<file path="config.mk">
export PLATFORM = sky130hd
export DESIGN_NAME = cfg_stream_reader
export DESIGN_NICKNAME = d
export VERILOG_FILES = /design/src/rtl/cfgrd_pkg.sv /design/src/rtl/cfgrd_por.sv /design/src/rtl/cfgrd_range.sv /design/src/rtl/cfgrd_seq.sv /design/src/rtl/cfg_stream_reader.sv
export SDC_FILE = /design/constraint.sdc
export NUM_CORES = 1
export LEC_CHECK = 0
export CAP_MARGIN = 5
export CORE_MARGIN = 2
export CORE_UTILIZATION = 35
export DETAILED_ROUTE_END_ITERATION = 6
export HOLD_SLACK_MARGIN = 0.02
export PLACE_DENSITY_LB_ADDON = 0.12
export SYNTH_ARGS = -nofsm -noshare
export SYNTH_HDL_FRONTEND = slang
export SYNTH_SLANG_ARGS = --single-unit
</file>
<file path="constraint.sdc">
create_clock -name dclk -period 1.9 [get_ports dclk]
set_input_delay 0.19 -clock dclk [delete_from_list [all_inputs] [get_ports dclk]]
set_output_delay 0.19 -clock dclk [all_outputs]
set_load 0.02 [all_outputs]
</file>
<file path="src/rtl/cfgrd_pkg.sv">
package cfgrd_pkg;
  localparam int PSEL_W = 2;

  typedef enum logic {
    SPAN_FULL  = 1'b0,
    SPAN_PAGED = 1'b1
  } span_e;
endpackage

</file>
<file path="src/rtl/cfgrd_por.sv">
module cfgrd_por #(
  parameter int POR_CYCLES = 64
) (
  input  logic clk,
  input  logic por_n,
  output logic ready
);
  localparam int CNT_W = $clog2(POR_CYCLES + 1);

  logic [CNT_W-1:0] cnt_q;

  always_ff @(posedge clk or negedge por_n) begin
    if (!por_n) begin
      cnt_q <= '0;
      ready <= 1'b0;
    end else if (!ready) begin
      cnt_q <= cnt_q + 1'b1;
      if (cnt_q == CNT_W'(POR_CYCLES - 1)) ready <= 1'b1;
    end
  end

  // once released, ready never drops again
  a_r1_ready_sticky: assert property (@(posedge clk) disable iff (!por_n)
    ready |=> ready);
endmodule

</file>
<file path="src/rtl/cfgrd_range.sv">
module cfgrd_range
  import cfgrd_pkg::*;
#(
  parameter int ADDR_W = 20
) (
  input  logic              clk,
  input  logic              por_n,
  input  logic              load,
  input  logic              page_en,
  input  logic [PSEL_W-1:0] page_sel,
  output logic [ADDR_W-1:0] base_new,
  output logic [ADDR_W-1:0] base_q,
  output logic [ADDR_W-1:0] top_q
);
  localparam int OFF_W = ADDR_W - PSEL_W;

  span_e             span_new;
  logic [ADDR_W-1:0] top_new;

  always_comb begin
    span_new = page_en ? SPAN_PAGED : SPAN_FULL;
    if (span_new == SPAN_PAGED) begin
      base_new = {page_sel, {OFF_W{1'b0}}};
      top_new  = {page_sel, {OFF_W{1'b1}}};
    end else begin
      base_new = '0;
      top_new  = '1;
    end
  end

  always_ff @(posedge clk or negedge por_n) begin
    if (!por_n) begin
      base_q <= '0;
      top_q  <= '1;
    end else if (load) begin
      base_q <= base_new;
      top_q  <= top_new;
    end
  end

  // captured range only moves on a rewind
  a_r7_range_hold: assert property (@(posedge clk) disable iff (!por_n)
    !load |=> $stable(base_q) && $stable(top_q));
endmodule

</file>
<file path="src/rtl/cfgrd_seq.sv">
module cfgrd_seq #(
  parameter int ADDR_W = 20,
  parameter int WORD_W = 16
) (
  input  logic                      clk,
  input  logic                      por_n,
  input  logic                      adv,
  input  logic                      load,
  input  logic [ADDR_W-1:0]         base_new,
  input  logic [ADDR_W-1:0]         top_q,
  output logic [ADDR_W-1:0]         addr_q,
  output logic [ADDR_W-1:0]         addr_nxt,
  output logic [$clog2(WORD_W)-1:0] bit_sel,
  output logic                      done
);
  localparam int BIT_W = $clog2(WORD_W);

  logic [BIT_W-1:0] bit_q;
  logic             last_bit;
  logic             at_top;

  assign last_bit = (bit_q == BIT_W'(WORD_W - 1));
  assign at_top   = (addr_q == top_q);
  assign bit_sel  = BIT_W'(WORD_W - 1) - bit_q;

  always_comb begin
    addr_nxt = addr_q;
    if (load)                           addr_nxt = base_new;
    else if (adv && last_bit && !at_top) addr_nxt = addr_q + 1'b1;
  end

  always_ff @(posedge clk or negedge por_n) begin
    if (!por_n) begin
      addr_q <= '0;
      bit_q  <= '0;
      done   <= 1'b0;
    end else begin
      addr_q <= addr_nxt;
      if (load) begin
        bit_q <= '0;
        done  <= 1'b0;
      end else if (adv) begin
        bit_q <= last_bit ? '0 : bit_q + 1'b1;
        if (last_bit && at_top) done <= 1'b1;
      end
    end
  end

  // no request, no movement
  a_r3_counters_hold: assert property (@(posedge clk) disable iff (!por_n)
    !adv && !load |=> $stable(addr_q) && $stable(bit_q));
  // rewind zeroes the bit counter and clears end-of-range
  a_r2_rewind_clears: assert property (@(posedge clk) disable iff (!por_n)
    load |=> bit_q == '0 && !done);
  // bits inside a word step by one
  a_r4_bit_step: assert property (@(posedge clk) disable iff (!por_n)
    adv && !load && !last_bit |=> bit_q == $past(bit_q) + 1'b1);
  // end-of-range holds until a rewind
  a_r8_done_sticky: assert property (@(posedge clk) disable iff (!por_n)
    done && !load |=> done);
endmodule

</file>
<file path="src/rtl/cfg_stream_reader.sv">
module cfg_stream_reader
  import cfgrd_pkg::*;
#(
  parameter int ADDR_W     = 20,
  parameter int WORD_W     = 16,
  parameter int POR_CYCLES = 64
) (
  input  logic              dclk,
  input  logic              por_n,
  input  logic              rst_oe,
  input  logic              cs_n,
  input  logic              ser_en,
  input  logic              page_en,
  input  logic [PSEL_W-1:0] page_sel,
  output logic              mem_rd_en,
  output logic [ADDR_W-1:0] mem_rd_addr,
  input  logic [WORD_W-1:0] mem_rd_data,
  output logic              data_out,
  output logic              data_oe,
  output logic              casc_n,
  output logic              ready
);
  localparam int BIT_W = $clog2(WORD_W);

  logic              ser_en_q;
  logic              active, load, adv, done;
  logic [ADDR_W-1:0] base_new, base_q, top_q, addr_q, addr_nxt;
  logic [BIT_W-1:0]  bit_sel;

  cfgrd_por #(.POR_CYCLES(POR_CYCLES)) u_por (
    .clk(dclk), .por_n(por_n), .ready(ready)
  );

  always_ff @(posedge dclk or negedge por_n) begin
    if (!por_n) ser_en_q <= 1'b0;
    else        ser_en_q <= ser_en;
  end

  assign active = ready && ser_en && ser_en_q;
  assign load   = active && !rst_oe;
  assign adv    = active && rst_oe && !cs_n && !done;

  cfgrd_range #(.ADDR_W(ADDR_W)) u_range (
    .clk(dclk), .por_n(por_n), .load(load), .page_en(page_en),
    .page_sel(page_sel), .base_new(base_new), .base_q(base_q), .top_q(top_q)
  );

  cfgrd_seq #(.ADDR_W(ADDR_W), .WORD_W(WORD_W)) u_seq (
    .clk(dclk), .por_n(por_n), .adv(adv), .load(load), .base_new(base_new),
    .top_q(top_q), .addr_q(addr_q), .addr_nxt(addr_nxt), .bit_sel(bit_sel),
    .done(done)
  );

  assign mem_rd_en   = ser_en;
  assign mem_rd_addr = addr_nxt;
  assign data_oe     = adv;
  assign data_out    = adv && mem_rd_data[bit_sel];
  assign casc_n      = !(ser_en && done && rst_oe && !cs_n);

  // the word address stays inside the captured range
  a_r5_addr_in_range: assert property (@(posedge dclk) disable iff (!por_n)
    ready |-> addr_q >= base_q && addr_q <= top_q);
  // rewind releases the data line
  a_r2_rewind_tristate: assert property (@(posedge dclk) disable iff (!por_n)
    !rst_oe |-> !data_oe);
  // programming mode is silent
  a_r10_prog_quiet: assert property (@(posedge dclk) disable iff (!por_n)
    !ser_en |-> !data_oe && casc_n && !mem_rd_en);
  // exhausted range never drives the line
  a_r8_handoff: assert property (@(posedge dclk) disable iff (!por_n)
    done |-> !data_oe);
endmodule

</file>
==> results of run 1 <==
==> state kept, by name, indices dropped and copies added (netlist names) <==
register / cells
ser_en_q: 1
u_por.cnt_q: 7
u_por.ready: 1
u_range.top_q: 2
u_seq.addr_q: 20
u_seq.bit_q: 4
u_seq.done: 1
==> synthesized netlist by cell type (2+ instances only) <==
| library cell | instances |
|---|---|
| a21oi_2 | 6 |
| or3_1 | 9 |
| o21ai_1 | 3 |
| nand3_1 | 12 |
| nand3b_1 | 3 |
| nor3_1 | 2 |
| or4_1 | 9 |
| ha_1 | 3 |
| nand4b_1 | 3 |
| nor2_1 | 13 |
| dfrtp_1 | 34 |
| and3_1 | 2 |
| inv_1 | 5 |
| dfstp_2 | 2 |
| buf_4 | 2 |
| a31oi_1 | 2 |
| o211ai_1 | 2 |
| and2_1 | 2 |
| xor2_1 | 6 |
| nor4_1 | 2 |
| nand2_1 | 20 |
| nand4_1 | 6 |
| o21ai_0 | 9 |
| mux4_2 | 5 |
| a21oi_1 | 14 |
| mux2i_1 | 2 |
| clkbuf_1 | 4 |
| xnor2_1 | 6 |
| o31ai_1 | 4 |
==> power by group through the flow <==
stage / clock [W] / sequential, W / combinational [W]
final: 0.000684 / 0.000767 / 0.0000906
after floorplan: 0 / 0.000783 / 0.0000145
after global routing: 0.000726 / 0.000767 / 0.0000988
after CTS: 0.000698 / 0.000767 / 0.0000921
after global placement: 0 / 0.000782 / 0.0000888
after detailed placement: 0 / 0.000782 / 0.0000911
==> final timing paths <==
path	start	end	slack, ns	depth (start not counted)
hold / removal	por_n	u_por.cnt_q[2]$_DFFE_PN0N_	0.30	2
setup reg to reg	u_range.top_q[18]$_DFFE_PN1N_	u_seq.addr_q[12]$_DFF_PN0_	-0.19	10
setup / recovery	u_range.top_q[18]$_DFFE_PN1N_	mem_rd_addr[12]	-0.66	10
min in group dclk	page_sel[0]	u_range.top_q[18]$_DFFE_PN1N_	0.43	3
max in group asynchronous	por_n	u_seq.bit_q[1]$_DFFE_PN0P_	1.24	2
hold reg to reg	u_por.cnt_q[6]$_DFFE_PN0N_	u_por.ready$_DFF_PN0_	0.48	1
==> cell families after synthesis <==
group | Yosys count | share of synthesized area (%)
AOI/OAI and AO/OA | 46 | 14.7
xor gates and xnor gates | 12 | 5.09
adders and majority gates | 3 | 1.82
buffers and inverters | 14 | 3.33
DFF | 36 | 43.8
muxes | 8 | 6.97
and+or+nand+nor | 90 | 24.3
==> stage by stage <==
stage,total power (W),hold slack [ns]
3_5_place_dp,0.000873,0.458
3_3_place_gp,0.000871,0.452
5_1_grt,0.00159,0.344
6_report,0.00154,0.302
2_1_floorplan,0.000797,-0.106
4_1_cts,0.00156,0.318
==> cell usage in the layout, fill, tap and decap left out, types with 3 or more instances in the layout <==
cell,n
nand3b_1,3
o21ai_0,3
xor2_1,5
or3_1,3
o21ai_4,4
nand4b_1,3
nand2_2,4
nand4_1,6
a21oi_4,7
mux4_2,5
clkbuf_8,5
xnor2_1,4
dfrtp_1,31
or4_4,6
o31ai_2,3
o21ai_2,5
inv_1,5
buf_6,40
a21oi_1,7
clkdlybuf4s50_1,26
nor2_1,9
a21oi_2,6
dfrtp_2,3
nor2_2,4
nand2_1,15
or4_1,3
nand3_1,10
or3_4,6
buf_4,73
==> worst register-to-register path, stage by stage (launching register included) <==
cell	delay (ns)
dfstp_2	0.55
xor2_1	0.16
or3_4	0.18
buf_12	0.11
o21ai_4	0.06
buf_6	0.13
buf_6	0.11
buf_6	0.11
or3_4	0.36
a21oi_2	0.15
buf_4	0.12
==> per-layer routing <==
metal | vias up | track usage, %
li1 | 1065 | -
met1 | 1088 | 24.8
met2 | 61 | 38.1
met3 | 18 | 4.22
met4 | 0 | 10.2
met5 | - | 0
==> layout make-up <==
class                   instances  area (um2)
fillers                       427        1710
multi-input cells             160        1490
repair buffers                142        1290
flip-flops and latches         36         907
well taps                      72        90.1
clock buffers                   5        68.8
clock inverters                 3        42.5
inverters                       5        18.8
==> what timing repair did <==
action                                  in CTS  in global routing
pin swaps                                   24                 21
hold endpoints to repair                     0                  0
endpoints found under the setup margin      39                 42
setup buffers                               26                 10
resized for setup                          168                 36
cloned                                       1                  0
==> out/metrics.csv, run 1 <==
stage,metric,value,unit
sta,FMAX,391,MHz
setup_path,CP max stage delay,0.55,ns
sta,Final Hold Fails,0,
final_layout,utilization after layout,69.6,%
final_layout,fin area,0.00390,mm2
logic_synthesis,number of enable flip-flop cells after synthesis,0,
placed_design,Placed Cells incl. Taps,382,
final_layout,Post-Layout Cell Count,423,
drt,Total Routed Length,6940,um
logic_synthesis,asr flop ratio synth,100,%
global_routing,Tot GR Track Use,21.5,%
logic_synthesis,Yosys warnings,0,
logic_synthesis,Synth Cell Area,0.00206,mm2
die,Initial Util,36.8,%
final_layout,layout cells sized above 1,57.0,%
drt,DR DRC count,0,
logic_synthesis,syn_nets,236,
drt,Via density,5.28,
placed_design,IO buf count,48,
drt,routed len/inst,16.4,um
pwr,Net Sw Power,0.000329,W
sta,clock skew,0.00567,ns
global_routing,vias in the first global route,2346,
sta,slew margin rel.,69.2,%
pwr,maximum vdd drop,361,uV
drt,TritonRoute pass-1 iters,4,
logic_synthesis,share of the synthesized area in the top cell type,41.2,%
die,placement row count,27,
die,die span in x,80.8,um
sta,RSZ-0062 raised after global routing,yes,
sta,Setup-failing EPs final,37,
setup_path,"Req. time, crit path",1.71,ns
sta,setup tns final,-12.58,ns
global_routing,antenna violations before repair,0,
clock_network,TritonCTS clock tree,done,
pwr,Switching Fraction,21.3,%
setup_path,cell mode on critical path,buf_6,
clock_network,"Reg clk slew, reported paths",0.08,ns
final_layout,Antenna diodes,0,
clock_network,H-tree depth,2,
logic_synthesis,post-synthesis cell count,209,
pwr,LEAKAGE,1.67,nW
pwr,clock share of power,44.4,%
setup_path,Setup crit start kind,flip-flop,
pwr,Power Density,395,mW/mm2
setup_path,buffer and inverter count on the worst path,5,
logic_synthesis,synth unique cells,46,
setup_path,WS Path Type,reg -> out,
placed_design,pre-CTS setup slack,-0.995,ns
sta,Worst Max-Slew Pin Slew,0.462,ns
setup_path,"Slowest-stage cell, CP",dfstp_2,
setup_path,crit path max fanout,3,
status,failing checks,setup timing,
pwr,Comb power frac,5.9,%
job,max capacitance violation total,0,
logic_synthesis,largest cells by area after synthesis,"dfrtp_1 41%, mux4_2 5.5%, nand2_1 3.6%, a21oi_1 3.4%, or4_1 3.3%",
pwr,sequential share of power,49.8,%
global_routing,global-route wire length before repair,10700,um
setup_path,CP cell instances,"xor2_1, or3_4, buf_12, o21ai_4, buf_6, buf_6, buf_6, or3_4, a21oi_2, buf_4",
placed_design,detailed-placement wirelength estimate,4270,um
drt,initial drt markers,66,
placed_design,Placed Area,0.00318,mm2
global_routing,GRT Residual Overflow,0,
logic_synthesis,top_reg_cell synth,dfrtp_1,
logic_synthesis,"Seq/Total Area, Yosys",43.8,%
clock_network,CTS Root Cell,clkbuf_8,
worst_hold_path,Hold Path Class,in -> async,
clock_network,Num CTS Buffers,5,
sta,final worst slack,-0.660,ns
final_layout,nets@finish,377,
placed_design,routability cong.,0.809,
logic_synthesis,syn_area_per_cell,9.88,um2
drt,antenna-violating nets left,0,
setup_path,crit path DAT,2.37,ns
die,I/O pin count,49,
logic_synthesis,post-synth top area cell,dfrtp_1,
sta,"Slew Viols, Final",0,
pwr,internal power,0.00121,W
sta,Final Cycle Share,135,%
setup_path,cell family with most CP delay,buffers and inverters,
clock_network,Clock Sinks,36,
drt,Top Metal Used,met4,
die,die area,0.00653,mm2
clock_network,Post-CTS Hold Fix Bufs,0,
clock_network,Clock Latency Late Sink,0.29,ns
final_layout,Area Growth Syn to Fin,89.0,%
drt,wire length on met2,3650,um
drt,Vias,2232,
drt,met3 routed WL,311,um
sta,Tmin final,2.56,ns
global_routing,largest net degree at the start of global routing,37,
drt,M1 wire length,2820,um
setup_path,Crit. End Element,output pin,
die,Chip Height,80.8,um
die,core area,0.00561,mm2
logic_synthesis,#FFs+latches synth,36,
status,status,"finished, violations left",
clock_network,maximum clock insertion buffer count,2,
Note: power is estimated with default switching activity, not from simulation.
==> inputs of run 2 (changes only) <==
--- a/config.mk
+++ b/config.mk
@@ -9,8 +9,10 @@
 export CORE_MARGIN = 2
 export CORE_UTILIZATION = 35
 export DETAILED_ROUTE_END_ITERATION = 6
+export GPL_TIMING_DRIVEN = 1
 export HOLD_SLACK_MARGIN = 0.02
 export PLACE_DENSITY_LB_ADDON = 0.12
+export SETUP_SLACK_MARGIN = 0.02
 export SYNTH_ARGS = -nofsm -noshare
 export SYNTH_HDL_FRONTEND = slang
 export SYNTH_SLANG_ARGS = --single-unit
==> run 2 against run 1 <==
Net effect:
- the run still ends with setup timing left
- total power is 0.76% higher
- routed wire length is 4.9% lower
- sequential power hardly changed
- via count is 1.5% lower
- global-route usage is 0.82 points lower
- clock power is 2% higher
- highest routed layer unchanged
==> out/metrics.csv, run 2 (synthesized netlist as in run 1, its figures left out) <==
stage,metric,value,unit,change
setup_path,crit path DAT,2.36,ns,about the same
status,status,"finished, violations left",,
setup_path,WS Path Type,reg -> out,,
placed_design,IO buf count,48,,unchanged
setup_path,CP max stage delay,0.54,ns,about the same
setup_path,crit path max fanout,4,,+1
clock_network,CTS Root Cell,clkbuf_8,,
setup_path,Crit. End Element,output pin,,
setup_path,Setup crit start kind,flip-flop,,
setup_path,"Slowest-stage cell, CP",dfstp_2,,
global_routing,Tot GR Track Use,20.6,%,-0.82 points
final_layout,Antenna diodes,0,,unchanged
pwr,sequential share of power,49.4,%,-0.4 points
final_layout,Largest register FFs,20,,unchanged
die,placement row count,27,,unchanged
sta,Final Hold Fails,0,,unchanged
job,max capacitance violation total,0,,unchanged
global_routing,vias in the first global route,2250,,-4.1%
sta,Final Cycle Share,134,%,-0.64 points
setup_path,Worst R2R Path Depth,9,,-1
clock_network,Clock Sinks,36,,unchanged
pwr,LEAKAGE,1.64,nW,-1.7%
final_layout,"leading cell types in the layout, fill and taps excluded","66 x buf_4, 38 x buf_6, 31 x dfrtp_1",,
sta,"Slew Viols, Final",0,,unchanged
die,die area,0.00653,mm2,unchanged
pwr,Switching Fraction,22.0,%,+0.65 points
sta,setup tns final,-12.62,ns,-0.0449 ns
setup_path,Crit Reg-Reg Startpoint,u_seq.addr_q[1]$_DFF_PN0_,,
setup_path,crit path capture,mem_rd_addr[19],,
clock_network,Num CTS Buffers,5,,unchanged
drt,initial drt markers,95,,+44%
sta,RSZ-0062 raised after global routing,yes,,
die,Chip Height,80.8,um,unchanged
global_routing,largest net degree at the start of global routing,26,,-30%
placed_design,routability cong.,0.838,,+3.5%
final_layout,layout cells sized above 1,55.1,%,-1.9 points
final_layout,Post-Layout Cell Count,415,,-1.9%
pwr,Comb power frac,5.7,%,-0.2 points
global_routing,global-route wire length before repair,10400,um,-2.6%
placed_design,Placed Cells incl. Taps,378,,-1.0%
sta,Setup-failing EPs final,37,,unchanged
drt,TritonRoute pass-1 iters,5,,+1
final_layout,fin area,0.00386,mm2,-0.93%
die,I/O pin count,49,,unchanged
sta,clock skew,0.00617,ns,+0.000495 ns
clock_network,"Reg clk slew, reported paths",0.08,ns,about the same
final_layout,nets@finish,369,,-2.1%
setup_path,CP cell instances,"xor2_1, or3_4, buf_6, o311a_1, mux2i_1, a311o_1, buf_6",,
pwr,Tot Pwr,0.00155,W,+0.76%
sta,Worst Max-Slew Pin Slew,0.556,ns,+0.0945 ns
setup_path,crit path from,u_range.top_q[19]$_DFFE_PN1N_,,
global_routing,GRT Residual Overflow,0,,unchanged
sta,final worst slack,-0.648,ns,+0.0121 ns
pwr,clock share of power,44.9,%,+0.5 points
clock_network,TritonCTS clock tree,done,,
pwr,internal power,0.00121,W,about the same
clock_network,Clock Latency Late Sink,0.30,ns,about the same
sta,slew margin rel.,62.9,%,-6.3 points
final_layout,Top Registers,"u_seq.addr_q: 20 flops, u_por.cnt_q: 7 flops, u_seq.bit_q: 4 flops",,
clock_network,maximum clock insertion buffer count,2,,unchanged
setup_path,R2R Path End,u_seq.addr_q[2]$_DFF_PN0_,,
drt,Vias,2198,,-1.5%
drt,Total Routed Length,6600,um,-4.9%
die,die span in x,80.8,um,unchanged
drt,Via density,5.30,,+0.38%
sta,FMAX,392,MHz,+0.47%
pwr,Net Sw Power,0.000341,W,+3.8%
setup_path,"Req. time, crit path",1.71,ns,about the same
drt,antenna-violating nets left,0,,unchanged
setup_path,cell mode on critical path,buf_6,,
placed_design,Placed Area,0.00316,mm2,-0.75%
final_layout,largest register by flop count,u_seq.addr_q,,
drt,DR DRC count,0,,unchanged
worst_hold_path,Hold Path Class,in -> async,,
drt,routed len/inst,15.9,um,-3.1%
status,failing checks,setup timing,,
pwr,Power Density,402,mW/mm2,+1.7%
pwr,maximum vdd drop,345,uV,-4.4%
die,core area,0.00561,mm2,unchanged
placed_design,detailed-placement wirelength estimate,4370,um,+2.6%
sta,Tmin final,2.55,ns,-0.0121 ns
die,Initial Util,36.8,%,unchanged
global_routing,antenna violations before repair,0,,unchanged
clock_network,H-tree depth,2,,unchanged
final_layout,"commonest non-fill, non-tap cell in the layout",buf_4,,
setup_path,Worst R2R Setup Slack,-0.18,ns,about the same
final_layout,Area Growth Syn to Fin,87.2,%,
==> run 2: cell types whose count changed in the layout (fill, tap and decap cells not counted), moves of 2 or more <==
| cell | delta |
|---|---|
| o31ai_2 | -2 |
| buf_4 | -7 |
| nand2_2 | -3 |
| buf_6 | -2 |
| nand2_4 | +3 |
==> run 2: what timing repair did <==
action                                  4_1_cts  5_1_grt
hold buffers                                  1        0
pin swaps                                    19       23
gates resized for setup                     154       45
cloned                                        1        0
hold endpoints to repair                     22        0
buffers inserted                             19       10
endpoints found under the setup margin       41       42
==> run 2: per-layer routing <==
layer	up-vias	share of wire, %	GRT usage (%)
met1	1075	41	25.1
met5	-	0	0
li1	1048	-	-
met3	14	5.1	3.89
met4	0	1.8	5.59
met2	61	52	37.3
==> run 2: power groups by stage <==
stage               combinational, W  clock, W  sequential, W
CTS                        0.0000906  0.000705       0.000767
finish                     0.0000891  0.000697       0.000767
global route               0.0000981  0.000739       0.000768
global placement           0.0000866         0       0.000782
floorplan                  0.0000145         0       0.000783
detailed placement         0.0000881         0       0.000783
==> run 2: worst min path at each step <==
stage / slack, ns / from / depth (start not counted) / end
6_report: 0.42 / por_n / 2 / u_por.cnt_q[5]$_DFFE_PN0N_
4_1_cts: 0.43 / por_n / 2 / u_por.cnt_q[2]$_DFFE_PN0N_
3_3_place_gp: 0.21 / por_n / 1 / u_por.cnt_q[5]$_DFFE_PN0N_
3_5_place_dp: 0.21 / por_n / 1 / u_por.cnt_q[2]$_DFFE_PN0N_
5_1_grt: 0.47 / page_sel[1] / 3 / u_range.top_q[19]$_DFFE_PN1N_
2_1_floorplan: -0.11 / por_n / 0 / ser_en_q$_DFF_PN0_
==> run 2: through the flow <==
stage	hold WS (ns)	utilization, %	setup WS [ns]
global route	0.467	68.9	-0.720
finish	0.415	68.9	-0.648
floorplan	-0.106	-	-0.165
CTS	0.428	64.3	-0.654
detailed placement	0.207	56.3	-0.933
global placement	0.214	56.3	-0.893
==> run 2: critical path, delay by kind of cell, from the launching register on <==
| kind | cells | cell delay (ns) |
|---|---|---|
| buf+inv | 2 | 0.28 |
| flops | 1 | 0.54 |
| xor+xnor | 1 | 0.07 |
| compound gates | 2 | 0.59 |
| mux | 1 | 0.12 |
| simple gates | 1 | 0.45 |
==> run 2: layout make-up <==
class	count	area, um2
fillers	449	1740
multi-input cells	160	1500
repair buffers	134	1240
flip-flops and latches	36	907
well taps	72	90.1
clock buffers	5	68.8
clock inverters	3	42.5
inverters	5	18.8
